===== config.mk =====
export PLATFORM = sky130hd
export DESIGN_NAME = irq_ctl8
export DESIGN_NICKNAME = d
export VERILOG_FILES = /design/src/rtl/irq_ctl_pkg.sv /design/src/rtl/irq_init_fsm.sv /design/src/rtl/irq_prio_enc.sv /design/src/rtl/irq_ctl8.sv
export SDC_FILE = /design/constraint.sdc
export NUM_CORES = 1
export LEC_CHECK = 0
export ABC_AREA = 1
export BUFFER_PORTS_ARGS = -buffer_cell sky130_fd_sc_hd__buf_2
export CORE_MARGIN = 1.5
export CORE_UTILIZATION = 60
export CTS_CLUSTER_DIAMETER = 150
export CTS_CLUSTER_SIZE = 25
export DETAILED_ROUTE_END_ITERATION = 7
export PLACE_DENSITY = 0.83
export RECOVER_POWER = 50
export SLEW_MARGIN = 20
export SYNTH_ARGS = -nofsm -noshare
export SYNTH_HDL_FRONTEND = slang
export SYNTH_SLANG_ARGS = --single-unit

===== constraint.sdc =====
create_clock -name clk -period 6.5 [get_ports clk]
set_input_delay 0.325 -clock clk [delete_from_list [all_inputs] [get_ports clk]]
set_output_delay 0.325 -clock clk [all_outputs]
set_load 0.01 [all_outputs]

===== src/rtl/irq_ctl_pkg.sv =====
package irq_ctl_pkg;

    typedef enum logic [2:0] {
        ST_UNINIT,
        ST_WAIT_BASE,
        ST_WAIT_CASC,
        ST_WAIT_MODE,
        ST_READY
    } init_state_t;

    localparam int          CMD_INIT_BIT = 4;
    localparam int          CMD_WORD4_BIT = 0;
    localparam logic [7:0]  CMD_EOI_NS = 8'h20;

endpackage


===== src/rtl/irq_init_fsm.sv =====
module irq_init_fsm
    import irq_ctl_pkg::*;
(
    input  logic       clk,
    input  logic       rst_n,
    input  logic       cmd_wr,
    input  logic       dat_wr,
    input  logic [7:0] wdata,
    output logic       ready,
    output logic       init_clr,
    output logic       base_load,
    output logic       casc_load,
    output logic       mask_load,
    output logic       eoi_req
);

    init_state_t state_q, state_d;
    logic        start;

    assign start = cmd_wr && wdata[CMD_INIT_BIT] && wdata[CMD_WORD4_BIT];

    always_ff @(posedge clk or negedge rst_n) begin
        if (!rst_n) state_q <= ST_UNINIT;
        else        state_q <= state_d;
    end

    always_comb begin
        state_d = state_q;
        if (start) begin
            state_d = ST_WAIT_BASE;
        end else begin
            unique case (state_q)
                ST_UNINIT:    state_d = ST_UNINIT;
                ST_WAIT_BASE: if (dat_wr) state_d = ST_WAIT_CASC;
                ST_WAIT_CASC: if (dat_wr) state_d = ST_WAIT_MODE;
                ST_WAIT_MODE: if (dat_wr) state_d = ST_READY;
                ST_READY:     state_d = ST_READY;
                default:      state_d = ST_UNINIT;
            endcase
        end
    end

    always_comb begin
        ready     = 1'b0;
        base_load = 1'b0;
        casc_load = 1'b0;
        mask_load = 1'b0;
        eoi_req   = 1'b0;
        init_clr  = start;
        unique case (state_q)
            ST_UNINIT:    ;
            ST_WAIT_BASE: base_load = dat_wr;
            ST_WAIT_CASC: casc_load = dat_wr;
            ST_WAIT_MODE: ;
            ST_READY: begin
                ready     = 1'b1;
                mask_load = dat_wr;
                eoi_req   = cmd_wr && (wdata == CMD_EOI_NS);
            end
            default:      ;
        endcase
    end

endmodule


===== src/rtl/irq_prio_enc.sv =====
module irq_prio_enc #(
    parameter int N     = 8,
    parameter int IDX_W = $clog2(N)
) (
    input  logic [N-1:0]     bits,
    output logic             any,
    output logic [IDX_W-1:0] idx
);

    always_comb begin
        any = |bits;
        idx = '0;
        for (int i = N - 1; i >= 0; i--) begin
            if (bits[i]) idx = IDX_W'(i);
        end
    end

endmodule


===== src/rtl/irq_ctl8.sv =====
module irq_ctl8 #(
    parameter int   N_LINES    = 8,
    parameter logic IS_PRIMARY = 1'b1
) (
    input  logic               clk,
    input  logic               rst_n,
    input  logic               reg_sel,
    input  logic               reg_wr,
    input  logic [7:0]         reg_wdata,
    output logic [7:0]         reg_rdata,
    input  logic [N_LINES-1:0] irq_in,
    output logic               int_out,
    input  logic               inta,
    output logic               vec_valid,
    output logic [7:0]         vec_out,
    output logic               casc_ack
);

    localparam int IDX_W = $clog2(N_LINES);
    localparam int HI_W  = 8 - IDX_W;

    logic               cmd_wr, dat_wr;
    logic               ready_w, init_clr, base_load, casc_load, mask_load, eoi_req;
    logic [HI_W-1:0]    base_q;
    logic [N_LINES-1:0] casc_q, mask_q, irr_q, isr_q, prev_q;
    logic [N_LINES-1:0] rise, pend, win_bit, eoi_bit;
    logic               p_any, s_any, ack, to_sec;
    logic [IDX_W-1:0]   p_idx, s_idx;

    assign cmd_wr = reg_wr && !reg_sel;
    assign dat_wr = reg_wr && reg_sel;

    irq_init_fsm u_fsm (
        .clk       (clk),
        .rst_n     (rst_n),
        .cmd_wr    (cmd_wr),
        .dat_wr    (dat_wr),
        .wdata     (reg_wdata),
        .ready     (ready_w),
        .init_clr  (init_clr),
        .base_load (base_load),
        .casc_load (casc_load),
        .mask_load (mask_load),
        .eoi_req   (eoi_req)
    );

    assign rise = irq_in & ~prev_q;
    assign pend = irr_q & ~mask_q;

    irq_prio_enc #(.N(N_LINES), .IDX_W(IDX_W)) u_req_enc (
        .bits (pend), .any (p_any), .idx (p_idx)
    );
    irq_prio_enc #(.N(N_LINES), .IDX_W(IDX_W)) u_isr_enc (
        .bits (isr_q), .any (s_any), .idx (s_idx)
    );

    assign int_out = ready_w && p_any && (!s_any || (p_idx < s_idx));
    assign ack     = inta && ready_w;
    assign win_bit = (ack && int_out) ? (N_LINES'(1) << p_idx) : '0;
    assign eoi_bit = (eoi_req && s_any) ? (N_LINES'(1) << s_idx) : '0;

    generate
        if (IS_PRIMARY) begin : g_primary
            assign to_sec = casc_q[p_idx];
        end else begin : g_secondary
            assign to_sec = 1'b0;
        end
    endgenerate

    assign reg_rdata = reg_sel ? 8'(mask_q) : 8'(isr_q);

    always_ff @(posedge clk or negedge rst_n) begin
        if (!rst_n) begin
            prev_q <= '0;
            base_q <= '0;
            casc_q <= '0;
            mask_q <= '0;
            irr_q  <= '0;
            isr_q  <= '0;
        end else begin
            prev_q <= irq_in;
            if (base_load) base_q <= reg_wdata[7:IDX_W];
            if (casc_load) casc_q <= reg_wdata[N_LINES-1:0];
            if (init_clr) begin
                mask_q <= '0;
                irr_q  <= '0;
                isr_q  <= '0;
            end else begin
                if (mask_load) mask_q <= reg_wdata[N_LINES-1:0];
                if (ready_w)   irr_q  <= (irr_q & ~win_bit) | rise;
                isr_q <= (isr_q & ~eoi_bit) | win_bit;
            end
        end
    end

    always_ff @(posedge clk or negedge rst_n) begin
        if (!rst_n) begin
            vec_valid <= 1'b0;
            casc_ack  <= 1'b0;
            vec_out   <= '0;
        end else begin
            vec_valid <= 1'b0;
            casc_ack  <= 1'b0;
            if (ack) begin
                if (!int_out) begin
                    vec_valid <= 1'b1;
                    vec_out   <= {base_q, IDX_W'(N_LINES - 1)};
                end else if (to_sec) begin
                    casc_ack  <= 1'b1;
                end else begin
                    vec_valid <= 1'b1;
                    vec_out   <= {base_q, p_idx};
                end
            end
        end
    end

endmodule


# Word-level counts from Yosys, hierarchy flattened
# Cells that the tools add are included.
[totals] ff_bits=58 inputBits=21 word_cells=96
[classes] order_cmp=2 n_eq_ne=9 shifts=2 mux=44 bitwise=10 n_reduce_logical=19
[op_table] op="2-to-1 mux 8 bit" n=10
[op_table] op="2-to-1 mux 3 bit" n=20
[op_table] op="bitwise AND 8 bit" n=4
[op_table] op="inverter 8 bit" n=4
[op_table] op="bitwise OR 8 bit" n=2
[op_table] op="OR reduction 8 bit" n=2
[op_table] op="<< shifter 1 x 3 -> 8 bit, first input constant" n=2
[op_table] op="2-to-1 mux 1 bit" n=12
[op_table] op="case mux 3 bit (4 select lines)" n=1
[op_table] op="logical AND 1 bit" n=10
[op_table] op="inequality test 3 x 2 -> 1 bit, second input constant" n=3
[op_table] op="== test 8 x 6 -> 1 bit, second input constant" n=1
[op_table] op="== test 3 x 2 -> 1 bit, second input constant" n=2
[op_table] op="less-than comparator 3 x 4 -> 1 bit, second input constant" n=1
[op_table] op="nonzero test 2 bit" n=2
[op_table] op="binary-select mux 1 bit (select 3 bit)" n=1
[op_table] op="== test 3 x 1 -> 1 bit, second input constant" n=1
[op_table] op="== test 3 bit, second input constant" n=1
[op_table] op="less-than comparator 3 bit" n=1
[op_table] op="AND reduction 3 bit" n=1
[op_table] op="zero test 1 bit" n=2
[op_table] op="inequality test 2 bit, second input constant" n=1
[op_table] op="AND reduction 2 bit" n=1
[op_table] op="logical OR 1 bit" n=1

# Depth between registers and ports, before layout
[depth] word_depth=20 depth_mapped=18

# Modules after synthesis
# Synthesis repeated with hierarchy kept, for this count alone.
[hier_totals] cells_unflattened=380 area_unflattened_um2=2941.6
[modules_own_cells] mod="irq_ctl8" n_inst=1 cells_each=296 area_per_inst_um2=2472.4 seq_area_each_um2=1376.3
[modules_own_cells] mod="irq_init_fsm" n_inst=1 cells_each=40 area_per_inst_um2=271.5 seq_area_each_um2=75.1
[modules_own_cells] mod="irq_prio_enc" n_inst=2 cells_each=22 area_per_inst_um2=98.8 seq_area_each_um2=0.0

# Worst setup path after synthesis
# Ideal clock, no wire load.
[synth_timing] path_kind="reg-to-reg" start="reg mask_q[6]" end="reg vec_out[0]" arrival_time_ns=2.034 t_required_ns=6.433 path_slack_ns=4.399 path_stages_with_launch=14 cell_sequence="dfrtp_1 -> clkinv_1 -> nand2_1 -> o21ai_1 -> nor2_1 -> nor3_4 -> ha_1 -> a21oi_1 -> nand2_2 -> a21boi_4 -> nand3_4 -> nand2_4 -> nand2_1 -> nand2_1"
[synth_between] elab_chain_len=14
[synth_lines] item="from (decl)" line="irq_ctl8.sv:25" text="logic [N_LINES-1:0] casc_q, mask_q, irr_q, isr_q, prev_q;"
[synth_lines] item="from (signal assigned)" line="irq_ctl8.sv:89" text="if (mask_load) mask_q <= reg_wdata[N_LINES-1:0];"
[synth_lines] item="inverter 8 bit (*)" line="irq_ctl8.sv:48" text="assign pend = irr_q & ~mask_q;"
[synth_lines] item="bitwise AND 8 bit (*)" line="irq_ctl8.sv:48"
[synth_lines] item="2-to-1 mux 3 bit (7 in series)" line="irq_prio_enc.sv:14" text="if (bits[i]) idx = IDX_W'(i);"
[synth_lines] item="less-than comparator 3 bit" line="irq_ctl8.sv:57" text="assign int_out = ready_w && p_any && (!s_any || (p_idx < s_idx));"
[synth_lines] item="logical OR 1 bit" line="irq_ctl8.sv:57"
[synth_lines] item="logical AND 1 bit (*)" line="irq_ctl8.sv:57"
[synth_lines] item="named net int_out" line="irq_ctl8.sv:12" text="output logic int_out,"
[synth_lines] item="inequality test 2 bit (no line)"
[synth_lines] item="AND reduction 2 bit (no line)"
[synth_lines] item="to (signal assigned)" line="irq_ctl8.sv:107" text="vec_out <= {base_q, IDX_W'(N_LINES - 1)};"
[synth_lines] item="to (signal assigned)" line="irq_ctl8.sv:112" text="vec_out <= {base_q, p_idx};"
[synth_lines] item="to (decl)" line="irq_ctl8.sv:15" text="output logic [7:0] vec_out,"
# The timed path passes the listed nets; every way through them passes the cells marked *. The select of a mux whose other input is x is not followed.
# A chain may end at the register's enable or synchronous reset.

==> flow_metrics.tcl <==
set metrics [dict create \
    status "finished, violations left" \
    violations "max-capacitance violations, max-slew violations" \
    dp_hpwl_um 4990 \
    period_minus_slack_ns 2.75 \
    first_global_vias 2451 \
    power_frac_comb_pct 47.4 \
    seq_power_share_pct 33.5 \
    nets 444 \
    slew_violations 59 \
    r2r-end "irr_q[0]$_DFFE_PN0P_" \
    critPathLaunchType "input port" \
    synth_area_per_cell_um2 7.82 \
    drive_above_1_share_pct 15.5 \
    post_cts_resized 0 \
    syn_to_final_growth_pct 15.3 \
    start_util_pct 61.9 \
    placed_cell_area_um2 3200 \
    yosysMostFrequentCell "nand2_1" \
    syn_area_um2 2930 \
    grt_max_degree 59 \
    first_iter_violations 275 \
    gr-total-overflow 0 \
    netlist_instances 374 \
    worstSetupPathType "input port to asynchronous set/reset pin" \
    synth_area_leader_cell "dfrtp_1" \
    end_kind "asynchronous set/reset pin" \
    grt_pass1_wl_um 11100 \
    leakagePower_nw 1.79 \
    die_w_um 72.8 \
    crit_family "buffers and inverters" \
    min_path_type "input port to flip-flop" \
    critPathSlowestCell "clkbuf_1" \
    dr_total_vias 2693 \
    cp.depth 2 \
    synth_top_family_by_area "simple AND/OR/NAND/NOR gates" \
    gp_congestion 0.924 \
    grt_util_all_layers_pct 28.3 \
    synth_warnings 0 \
    drv_cap 1 \
    ir_worst_vdd_uv 282 \
    p_per_area_nw_per_um2 500 \
    post-route-period-util_pct 42.4 \
    synth_xor_area_share_pct 0 \
    rsz0062_at_grt "false" \
    routed_wl_um 6780 \
    cp_slowest_stage_delay_ns 2.11 \
    ys.flop_type "dfrtp_1" \
    route.detailed.drc 0 \
    cp_num_buf_inv 2 \
    skew_ns 0.00872 \
    p_sw_share_pct 45.0 \
    viasPerCell 5.47 \
    arrival_ns 2.54 \
    async_reset_ff_share_pct 100 \
    synth_edf_count 0 \
    reg2reg_depth 16 \
    die_h_um 72.8 \
    synth_area_leaders "dfrtp_1 50%, nand2_1 17%, inv_1 6.4%" \
    dr.pass1.iters 6 \
    cts_tree "built" \
    cts_made_buffers 9 \
    coreArea_um2 4720 \
    worst_pin_slew_ns 3.00 \
    synthAdderAreaFrac_pct 0.855 \
    critical_path_required_ns 6.29 \
    final_area_um2 3370 \
    root_buffer "clkbuf_8" \
    synth_fp_nets 397 \
    cts_buffer_depth 2 \
    slew_headroom_pct -100 \
    ios 40 \
    ys_ff_latch 58 \
    holdWs_ns 0.0983 \
    worstPathMaxFanout 58 \
    dieArea_um2 5300 \
    finalCoreUtilization_pct 71.4 \
    post_cts_buffers 0 \
    cts.clk_slew.worst_paths_ns 0.06 \
    cp-endpoint "mask_q[5]$_DFFE_PN0P_" \
    ctsHoldBuffers 0 \
    worstSetupStartpoint "rst_n" \
    rows 25 \
    clockPowerShare_pct 19.1 \
    insertedDiodeCount 0 \
    tns_ns 0 \
    p_int_w 0.000928 \
    seq_area_frac_synth_pct 49.6 \
    antenna_found_initial 0 \
    cts_max_level 3 \
    r2r_setup_slack_ns 4.10 \
    insertion_delay_ns 0.34 \
    synth_cell_types 26 \
    total_power_w 0.00169 \
    synth_commonest_cells "134 x nand2_1, 58 x dfrtp_1, 50 x inv_1" \
    hold_viol 0 \
    synthMuxAreaShare_pct 0 \
    power_switching_w 0.000759 \
    yosys.area_share.simple_pct 30.6 \
    wl_per_cell_um 13.8 \
    io_buffers 39 \
    r2r_start "isr_q[6]$_DFF_PN0_" \
    clock-sinks 58 \
    ant_nets 0 \
    synth_compound_area_share_pct 11.5 \
    setup_viol 0 \
    fmaxAchievable_mhz 363 \
    netlist.area_leader.share_pct 49.6 \
    critical_path.cell_chain "buf_2 -> clkbuf_1" \
]
## layout make-up
cell class	count	area, um2
flip-flops and latches	58	1450
fillers	376	1350
clock inverters	3	40.0
multi-input cells	259	1260
clock buffers	12	145
well taps	67	83.8
repair buffers	40	194
inverters	53	199
## state kept, by name (all words and copies together) (netlist names)
| register | cells |
|---|---|
| mask_q | 8 |
| vec_valid | 1 |
| casc_q | 8 |
| prev_q | 8 |
| irr_q | 8 |
| base_q | 5 |
| isr_q | 8 |
| vec_out | 8 |
| casc_ack | 1 |
| u_fsm.state_q | 3 |
## worst min path at each step
stage / start / end / slack (ns) / cells past startpoint
after global placement: irq_in[6] / prev_q[6]$_DFF_PN0_ / 0.45 / 1
final: irq_in[6] / prev_q[6]$_DFF_PN0_ / 0.1 / 1
after global routing: irq_in[6] / prev_q[6]$_DFF_PN0_ / 0.09 / 1
after CTS: irq_in[6] / prev_q[6]$_DFF_PN0_ / 0.09 / 1
after detailed placement: irq_in[6] / prev_q[6]$_DFF_PN0_ / 0.45 / 1
after floorplan: rst_n / base_q[0]$_DFFE_PN0P_ / 0.03 / 0
## power by group through the flow
stage / clock network (W) / logic, W / registers (W)
after floorplan: 0 / 0.000606 / 0.000557
after global placement: 0 / 0.000759 / 0.000564
after CTS: 0.000323 / 0.000795 / 0.000562
final: 0.000323 / 0.000800 / 0.000564
after global routing: 0.000342 / 0.000916 / 0.000576
after detailed placement: 0 / 0.000790 / 0.000568
## routing by layer
layer  wire, um  part of all wire, %  global-route usage [%]
met1       3070                   45                    37.4
met2       3120                   46                    45.3
met3        462                  6.8                    7.87
met4        126                  1.9                    9.64
met5          0                    0                       0
## placed cells by master, fill, tap and decap left out, types with 7 or more instances in the layout
cell type,netlist,routed
nand4_1,11,11
a21oi_1,10,10
nor3_1,9,9
inv_1,50,50
o21ai_0,30,30
nor2_1,14,14
clkbuf_8,0,10
buf_2,1,35
clkbuf_1,3,7
nand2_1,134,134
nand2_2,7,7
nand3_1,17,17
dfrtp_1,58,58
## kinds of logic (layout without fill, tap and decap cells)
logic type / after synthesis / in the layout
buf+inv: 57 / 108
fa+ha+maj: 2 / 2
simple gates: 201 / 201
flops: 58 / 58
compound gates: 56 / 56
## metrics by stage
stage               setup slack, ns  std cells
floorplan                      4.40        374
global placement               4.18        477
detailed placement             3.98        477
CTS                            3.80        492
global route                   3.07        492
finish                         3.75        492
Note: power is estimated with default switching activity, not from simulation.
